## src/rtl/clkdiv_pkg.sv

```systemverilog
`timescale 1ns/1ps
package clkdiv_pkg;
    localparam int PRE_CODE_W     = 3;
    localparam int POST_CODE_W    = 3;
    localparam int NUM_PARENTS    = 2;
    localparam int LAST_PRE_RATIO = 122;
    localparam int PRE_LAST_CODE  = (1 << PRE_CODE_W) - 1;
    localparam int PRE_CNT_W      = $clog2(LAST_PRE_RATIO);
    localparam int POST_CNT_W     = (1 << POST_CODE_W) - 1;

    // Field order is the software-visible bit layout, msb first.
    typedef struct packed {
        logic [PRE_CODE_W-1:0]  pre;
        logic                   sel;
        logic [POST_CODE_W-1:0] post;
        logic                   en;
    } ctl_t;

    localparam int CTL_W = $bits(ctl_t);

    function automatic logic [PRE_CNT_W-1:0] pre_limit(input logic [PRE_CODE_W-1:0] code);
        int r;
        if (int'(code) == PRE_LAST_CODE) r = LAST_PRE_RATIO;
        else                             r = 1 << code;
        return PRE_CNT_W'(r - 1);
    endfunction

    function automatic logic [POST_CNT_W-1:0] post_limit(input logic [POST_CODE_W-1:0] code);
        return POST_CNT_W'((1 << code) - 1);
    endfunction
endpackage

```

## src/rtl/clkdiv_sync.sv

```systemverilog
`timescale 1ns/1ps
module clkdiv_sync #(
    parameter int STAGES = 2
) (
    input  logic clk_i,
    input  logic rst_ni,
    input  logic async_i,
    output logic edge_o
);
    typedef struct packed {
        logic [STAGES-1:0] chain;
        logic              last;
    } sync_t;

    sync_t q, d;

    always_comb begin
        d       = q;
        d.chain = {q.chain[STAGES-2:0], async_i};
        d.last  = q.chain[STAGES-1];
        edge_o  = q.chain[STAGES-1] ^ q.last;
    end

    always_ff @(posedge clk_i or negedge rst_ni) begin
        if (!rst_ni) q <= '0;
        else         q <= d;
    end
endmodule

```

## src/rtl/clkdiv_cfg.sv

```systemverilog
`timescale 1ns/1ps
module clkdiv_cfg
    import clkdiv_pkg::*;
(
    input  logic             clk_i,
    input  logic             rst_ni,
    input  logic             we_i,
    input  logic [CTL_W-1:0] wdata_i,
    input  logic             boundary_i,
    output logic [CTL_W-1:0] rdata_o,
    output ctl_t             act_o,
    output logic             restart_o
);
    typedef struct packed {
        ctl_t pend;
        ctl_t act;
    } cfg_st_t;

    cfg_st_t q, d;
    logic    apply;

    always_comb begin
        d     = q;
        apply = (q.pend != q.act) && (!q.act.en || boundary_i);
        if (we_i)  d.pend = ctl_t'(wdata_i);
        if (apply) d.act  = q.pend;
        restart_o = apply;
        rdata_o   = q.pend;
        act_o     = q.act;
    end

    always_ff @(posedge clk_i or negedge rst_ni) begin
        if (!rst_ni) q <= '0;
        else         q <= d;
    end
endmodule

```

## src/rtl/clkdiv_core.sv

```systemverilog
`timescale 1ns/1ps
module clkdiv_core
    import clkdiv_pkg::*;
(
    input  logic clk_i,
    input  logic rst_ni,
    input  logic evt_i,
    input  logic restart_i,
    input  ctl_t act_i,
    output logic out_o,
    output logic boundary_o
);
    typedef struct packed {
        logic [PRE_CNT_W-1:0]  pre;
        logic [POST_CNT_W-1:0] post;
        logic                  out;
    } core_st_t;

    core_st_t              q, d;
    logic [PRE_CNT_W-1:0]  pre_lim;
    logic [POST_CNT_W-1:0] post_lim;
    logic                  pre_end, post_end;

    always_comb begin
        d          = q;
        pre_lim    = act_i.sel ? pre_limit(act_i.pre) : '0;
        post_lim   = post_limit(act_i.post);
        pre_end    = (q.pre == pre_lim);
        post_end   = (q.post == post_lim);
        boundary_o = act_i.en && evt_i && !q.out && pre_end && post_end;

        if (restart_i || !act_i.en) begin
            d = '0;
        end else if (evt_i) begin
            if (pre_end) begin
                d.pre = '0;
                if (post_end) begin
                    d.post = '0;
                    d.out  = ~q.out;
                end else begin
                    d.post = q.post + 1'b1;
                end
            end else begin
                d.pre = q.pre + 1'b1;
            end
        end
        out_o = q.out;
    end

    always_ff @(posedge clk_i or negedge rst_ni) begin
        if (!rst_ni) q <= '0;
        else         q <= d;
    end
endmodule

```

## src/rtl/dual_src_clkdiv.sv

```systemverilog
`timescale 1ns/1ps
module dual_src_clkdiv
    import clkdiv_pkg::*;
#(
    parameter int SYNC_STAGES = 2
) (
    input  logic       clk_i,
    input  logic       rst_ni,
    input  logic       slow_par_i,
    input  logic       fast_par_i,
    input  logic       cfg_we_i,
    input  logic [7:0] cfg_wdata_i,
    output logic [7:0] cfg_rdata_o,
    output logic       clk_o
);
    logic [NUM_PARENTS-1:0] par_in;
    logic [NUM_PARENTS-1:0] par_edge;
    ctl_t                   act_cfg;
    logic                   evt, boundary, restart;

    assign par_in = {fast_par_i, slow_par_i};

    for (genvar g = 0; g < NUM_PARENTS; g++) begin : g_sync
        clkdiv_sync #(.STAGES(SYNC_STAGES)) u_sync (
            .clk_i  (clk_i),
            .rst_ni (rst_ni),
            .async_i(par_in[g]),
            .edge_o (par_edge[g])
        );
    end

    assign evt = par_edge[act_cfg.sel];

    clkdiv_cfg u_cfg (
        .clk_i     (clk_i),
        .rst_ni    (rst_ni),
        .we_i      (cfg_we_i),
        .wdata_i   (cfg_wdata_i),
        .boundary_i(boundary),
        .rdata_o   (cfg_rdata_o),
        .act_o     (act_cfg),
        .restart_o (restart)
    );

    clkdiv_core u_core (
        .clk_i     (clk_i),
        .rst_ni    (rst_ni),
        .evt_i     (evt),
        .restart_i (restart),
        .act_i     (act_cfg),
        .out_o     (clk_o),
        .boundary_o(boundary)
    );
endmodule

```

## config.mk

```make
export PLATFORM = sky130hd
export DESIGN_NAME = dual_src_clkdiv
export DESIGN_NICKNAME = d
export VERILOG_FILES = /design/src/rtl/clkdiv_pkg.sv /design/src/rtl/clkdiv_sync.sv /design/src/rtl/clkdiv_cfg.sv /design/src/rtl/clkdiv_core.sv /design/src/rtl/dual_src_clkdiv.sv
export SDC_FILE = /design/constraint.sdc
export NUM_CORES = 1
export LEC_CHECK = 0
export BUFFER_PORTS_ARGS = -buffer_cell sky130_fd_sc_hd__clkbuf_2
export CAP_MARGIN = 20
export CORE_AREA = 2 2 65 67
export CTS_CLUSTER_DIAMETER = 200
export DETAILED_ROUTE_END_ITERATION = 8
export DIE_AREA = 0 0 67 69
export PLACE_DENSITY = 0.8
export SLEW_MARGIN = 5
export SYNTH_ARGS = -nofsm -noshare
export SYNTH_HDL_FRONTEND = slang
export SYNTH_SLANG_ARGS = --single-unit
export TNS_END_PERCENT = 1
```

## constraint.sdc

```tcl
create_clock -name clk_i -period 4.4 [get_ports clk_i]
set_clock_uncertainty 0.2 [all_clocks]
set_input_delay 0.22 -clock clk_i [delete_from_list [all_inputs] [get_ports clk_i]]
set_output_delay 0.22 -clock clk_i [all_outputs]
set_load 0.03 [all_outputs]
```

* Word level (Yosys, flattened, before mapping) *
Index checks and enable logic that the tools add are counted.

cells by class
  order comparisons = 1
  bitwise gates (word level) = 3
  mux-type cells = 10
  reductions and logical operators = 14
  equal/unequal tests = 4
  shifts and indexed selects = 2
  add/sub/neg operators = 4

operators with widths
  cell                                                                          count
  15-bit two-way mux                                                            2
  7-bit two-way mux                                                             4
  7-bit by 1-bit adder with 7-bit output, second input constant                 2
  7-bit equality test                                                           2
  1-bit by 3-bit << shifter with 7-bit output, first input constant             2
  7-bit by 2-bit subtractor with 7-bit output, second input constant            2
  8-bit two-way mux                                                             1
  8-bit != test                                                                 1
  2-bit nonzero test                                                            3
  1-bit logical AND                                                             5
  3-bit by 1-bit equality test with 1-bit output, second input constant         1
  1-bit two-way mux                                                             3
  3-bit AND reduction                                                           1
  1-bit logical NOT                                                             2
  1-bit logical OR                                                              2
  1-bit by 2-bit less-than comparator with 1-bit output, second input constant  1
  2-bit AND reduction                                                           1
  1-bit bitwise XOR                                                             2
  1-bit NOT                                                                     1

storage, ports and cells
  register bits after elaboration = 37
  word-level logic and storage cells = 53
  output and inout bits = 9
  input port bits = 13

* Logic depth before layout (Yosys ltp) *
  depth in word-level cells = 12
  gate-level depth with buffers = 11
  gate-level depth less buffers = 9

* Cells and area by module *
From an unflattened synthesis, not the netlist that was laid out.

second synthesis, totals
  cells, all modules = 189
  area, all modules = 2107.0 um^2

modules (own cells, without submodules)
  module           sequential area each (um^2)  cells an instance  instances  area each (um^2)
  clkdiv_core      375.4                        133                1          1217.4
  clkdiv_cfg       400.4                        47                 1          706.9
  clkdiv_sync      75.1                         4                  2          83.8
  dual_src_clkdiv  0.0                          1                  1          15.0

* Least setup slack after synthesis *
OpenSTA, ideal clock, no wires.

  path type = reg-to-reg
  start point = register u_cfg.q, in the netlist u_cfg.act_o[5]
  end point = register u_cfg.q, in the netlist u_cfg.act_o[1]
  clock period less this slack = 3.185 ns
  library setup time = 0.125 ns
  cell stages (with the launch flop) = 10
  path buffers = 1
  data required time = 4.075 ns
  slack = 1.215 ns
  arrival time = 2.860 ns
  path through = dfrtp_1 buf_6 or3_4 ha_1 or3b_2 a21oi_1 a311o_1 o211ai_2 o41ai_4 mux2_2

between the ends
  longest elaborated chain between the ends = 9
  elaborated cells on any way between the ends = 11
  those cells by class = add/sub (1); eq/ne (3); shift (1); mux (2); reduce/logical (4)

ends and longest elaborated chain
  what                                                                                                                  line                                text
  from (decl)                                                                                                           clkdiv_cfg.sv:19                    cfg_st_t q, d;
  from (signal assigned)                                                                                                clkdiv_cfg.sv:33                    if (!rst_ni) q <= '0;
  from (signal assigned)                                                                                                clkdiv_cfg.sv:34                    else q <= d;
  3-bit by 1-bit equality test with 1-bit output / 1-bit by 3-bit << shifter with 7-bit output (equally long branches)  clkdiv_pkg.sv:23, clkdiv_pkg.sv:24
  7-bit two-way mux                                                                                                     clkdiv_pkg.sv:23                    if (int'(code) == PRE_LAST_CODE) r = LAST_PRE_RATIO;
  7-bit by 2-bit subtractor with 7-bit output                                                                           clkdiv_pkg.sv:25                    return PRE_CNT_W'(r - 1);
  7-bit two-way mux                                                                                                     clkdiv_core.sv:26                   pre_lim = act_i.sel ? pre_limit(act_i.pre) : '0;
  7-bit equality test                                                                                                   clkdiv_core.sv:28                   pre_end = (q.pre == pre_lim);
  1-bit logical AND (2 in a row)                                                                                        clkdiv_core.sv:30                   boundary_o = act_i.en && evt_i && !q.out && pre_end && post_end;
  1-bit logical OR                                                                                                      clkdiv_cfg.sv:24                    apply = (q.pend != q.act) && (!q.act.en || boundary_i);
  1-bit logical AND *                                                                                                   clkdiv_cfg.sv:24

Every way passes the cells marked *; elsewhere a longest branch is shown, timed or not.
A chain may end at the register's enable or synchronous reset.

* Worst setup path in the final report *
  start point = register u_cfg.q, in the netlist u_cfg.act_o[7]
  end point = register u_cfg.q, in the netlist u_cfg.act_o[7]

The elaborated chain is that of the path after synthesis.

==> flow_summary.toml <==
[worst_setup_path]
endpoint = "u_cfg.act_o[7]"
reg2reg_from = "u_cfg.act_o[7]"
worstPathRequired_ps = 4370
critical_path_class = "flip-flop to flip-flop"
r2r_end = "u_cfg.act_o[7]"
end_kind = "flip-flop"
r2r_slack_ps = 640
ff2ff_path_depth = 8
crit_arrival_ps = 3730
start_kind = "flip-flop"
crit_start = "u_cfg.act_o[7]"
critPathMaxFanout = 23

[logic_synthesis]
yosysUniqueCellTypes = 52
ys_seq_elements = 37
synth_top_flop_cell = "dfrtp_1"
yosys.area_share.xor_xnor_pct = 6.22
syn-cell-area_um2 = 2250
postSynthAreaPerCell_um2 = 9.97
synth_nets = 242
synth_edf_count = 0
synthSimpleGateAreaFrac_pct = 17.9
async_reset_ff_share_pct = 100
synth_compound_area_share_pct = 20.4
syn_inst = 226
muxShareOfSynthArea_pct = 7.94
yosysWarningCount = 0
synth_top_family_by_area = "compound AO/OA/AOI/OAI gates"
ys_seq_area_share_pct = 41.1
synth_fa_ha_area_share_pct = 1.67

[floorplanning]
core-area_um2 = 3910
io_pins = 22
initial_core_util_pct = 57.6
die-area_um2 = 4620
rows = 23
fp.dieH_um = 69
die_w_um = 67

[sta]
fmax_mhz = 266
setup_viol = 0
slew_viol_final = 0
hold_viol = 0
post-route-period-util_pct = 85.4
slew_headroom_pct = 40.1
finalSetupTns_ps = 0
whs_ps = 150
worst_pin_slew_ps = 899
fin_crit_ps = 3760
worst_slack_ps = 644
grt_setup_unrepaired = "false"

[cts]
cts_max_level = 2
clockRootBuffer = "clkbuf_8"
cts.clk_slew.worst_paths_ps = 70
clock_path_buffers = 2
clock_sinks = 37
cts_buffers = 5
clk_latency_ps = 290
ctsResizeCount = 0
cts_tree = "done"

[cells_and_area]
area_delta_synth_final_pct = 12.7
n_antenna_cell = 0
nets = 263
drive_gt1_share_pct = 21.1

[run]
cap_viol_max_count = 0

[route]
drc_errors = 0
routedWlPerCell_um = 16.3
firstDrtPassIters = 4
antenna_left = 0
first_iter_violations = 139
vias = 1818
viasPerCell = 6.12
finalWirelength_mm = 4.83

[global_routing]
grt_max_degree = 38
antenna_found_initial = 0
track_usage_pct = 23.5
grt_first_pass_wirelength_mm = 8.40
grt_pass1_vias = 1711
grt_overflow_total = 0

[outcome]
outcome = "finished, final reports clean"

[power]
p_per_area_nw_per_um2 = 590
power_leakage_nw = 1.09
finalPower_mw = 1.50
irDropWorstVdd_uv = 377

[placed_design]
gp_congestion = 0.839
post-dp-hpwl_mm = 3.13
place_ws_ps = 656
io_buffer_count = 21

[worst_hold_path]
hold_path_class = "flip-flop to flip-flop"
[metal layers]
metal	vias to the layer above	global-route usage, %	share of wire, %
met5	-	0	0
met4	0	7.94	1.5
met3	7	5.87	3.9
met2	39	35.5	49
met1	884	32.6	45
li1	888	-	-
[cell usage after synthesis (3+ instances only)]
cell type  count  area, um^2
a211o_1        6        52.6
a21oi_1        7        35.0
a32o_1         5        50.1
and3_1         4        25.0
clkbuf_1      13        48.8
dfrtp_1       37         926
ha_1           3        37.5
inv_1          8        30.0
mux2_2        15         169
nand2_1       12        45.0
nand3_1       11        55.1
nor2_1         3        11.3
nor2b_1        6        37.5
nor3_1         8        40.0
nor3b_1        3        22.5
nor4_1         6        37.5
nor4b_1        4        35.0
o2111ai_1      3        26.3
o211ai_1       3        22.5
o21ai_0       13        65.1
o31ai_1        3        22.5
or2_2          3        18.8
xnor2_1        3        26.3
xor2_1        13         114
[sequential cells by signal (all words and copies together), names as in the netlist]
name	flops
u_core.q	14
u_cfg.rdata_o	8
g_sync.u_sync.d	4
u_core.out_o	1
u_cfg.act_o	8
g_sync.u_sync.q	2
[metrics by stage]
step                      std cells  utilization [%]  cell area [um^2]
after global routing            297             64.9              2540
after CTS                       297             64.9              2540
final                           297             64.9              2540
after detailed placement        279             59.9              2340
after global placement          279             59.9              2340
after floorplan                 226                -              2250
[power by group]
group	leakage (nW)	internal, mW	total [mW]	switching, mW
combinational	0.599	0.309	0.655	0.346
sequential	0.444	0.421	0.603	0.183
clock	0.0443	0.124	0.240	0.115
total	1.09	0.854	1.50	0.644
[what timing repair did]
action                    CTS  global route
hold endpoints to repair   47             0
hold buffers               11             0
setup buffers               0             0
[worst max-delay path, cell delays in order, from the launching register on]
cell and delay [ps]:
dfrtp_1 540, or3_4 410, ha_1 290, or3b_2 460, a21oi_1 150, a311o_1 140, o211ai_2 350, o41ai_4 690
mux2_2 400
[kinds of logic (layout without fill, tap and decap cells)]
family,Yosys count,after routing
adder cells (fa/ha/maj),3,3
AND/OR/NAND/NOR,69,69
AO/OA/AOI/OAI,59,59
buffers and inverters,26,47
flip-flops,37,37
multiplexers,16,16
XOR/XNOR,16,16
[cell type report]
cell class / count / area, um^2
clock buffers: 7 / 86.3
multi-input cells: 163 / 1220
well taps: 50 / 62.6
inverters: 8 / 30.0
repair buffers: 32 / 215
fillers: 333 / 1370
flip-flops and latches: 37 / 926
[worst min-delay path by stage]
stage                                startpoint               endpoint  slack [ps]  cells past startpoint
after floorplan                          rst_ni  g_sync[0].u_sync.d[0]        -280                      0
after global placement               fast_par_i  g_sync[1].u_sync.d[2]         130                      1
after detailed placement             slow_par_i  g_sync[0].u_sync.d[2]         130                      1
after CTS                              cfg_we_i       u_cfg.rdata_o[3]         150                      2
after global routing      g_sync[1].u_sync.d[2]  g_sync[1].u_sync.d[0]         160                      0
final                     g_sync[1].u_sync.d[2]  g_sync[1].u_sync.d[0]         150                      0
[cell usage in the layout (no fill, tap or decap), types with 7 or more instances in the layout]
cell,n
nor3_1,8
clkbuf_2,21
xor2_1,13
a21oi_1,7
nand2_1,12
dlygate4sd3_1,11
inv_1,8
nand3_1,11
o21ai_0,13
mux2_2,15
dfrtp_1,37
No activity file was read; power rests on OpenSTA's default activity.
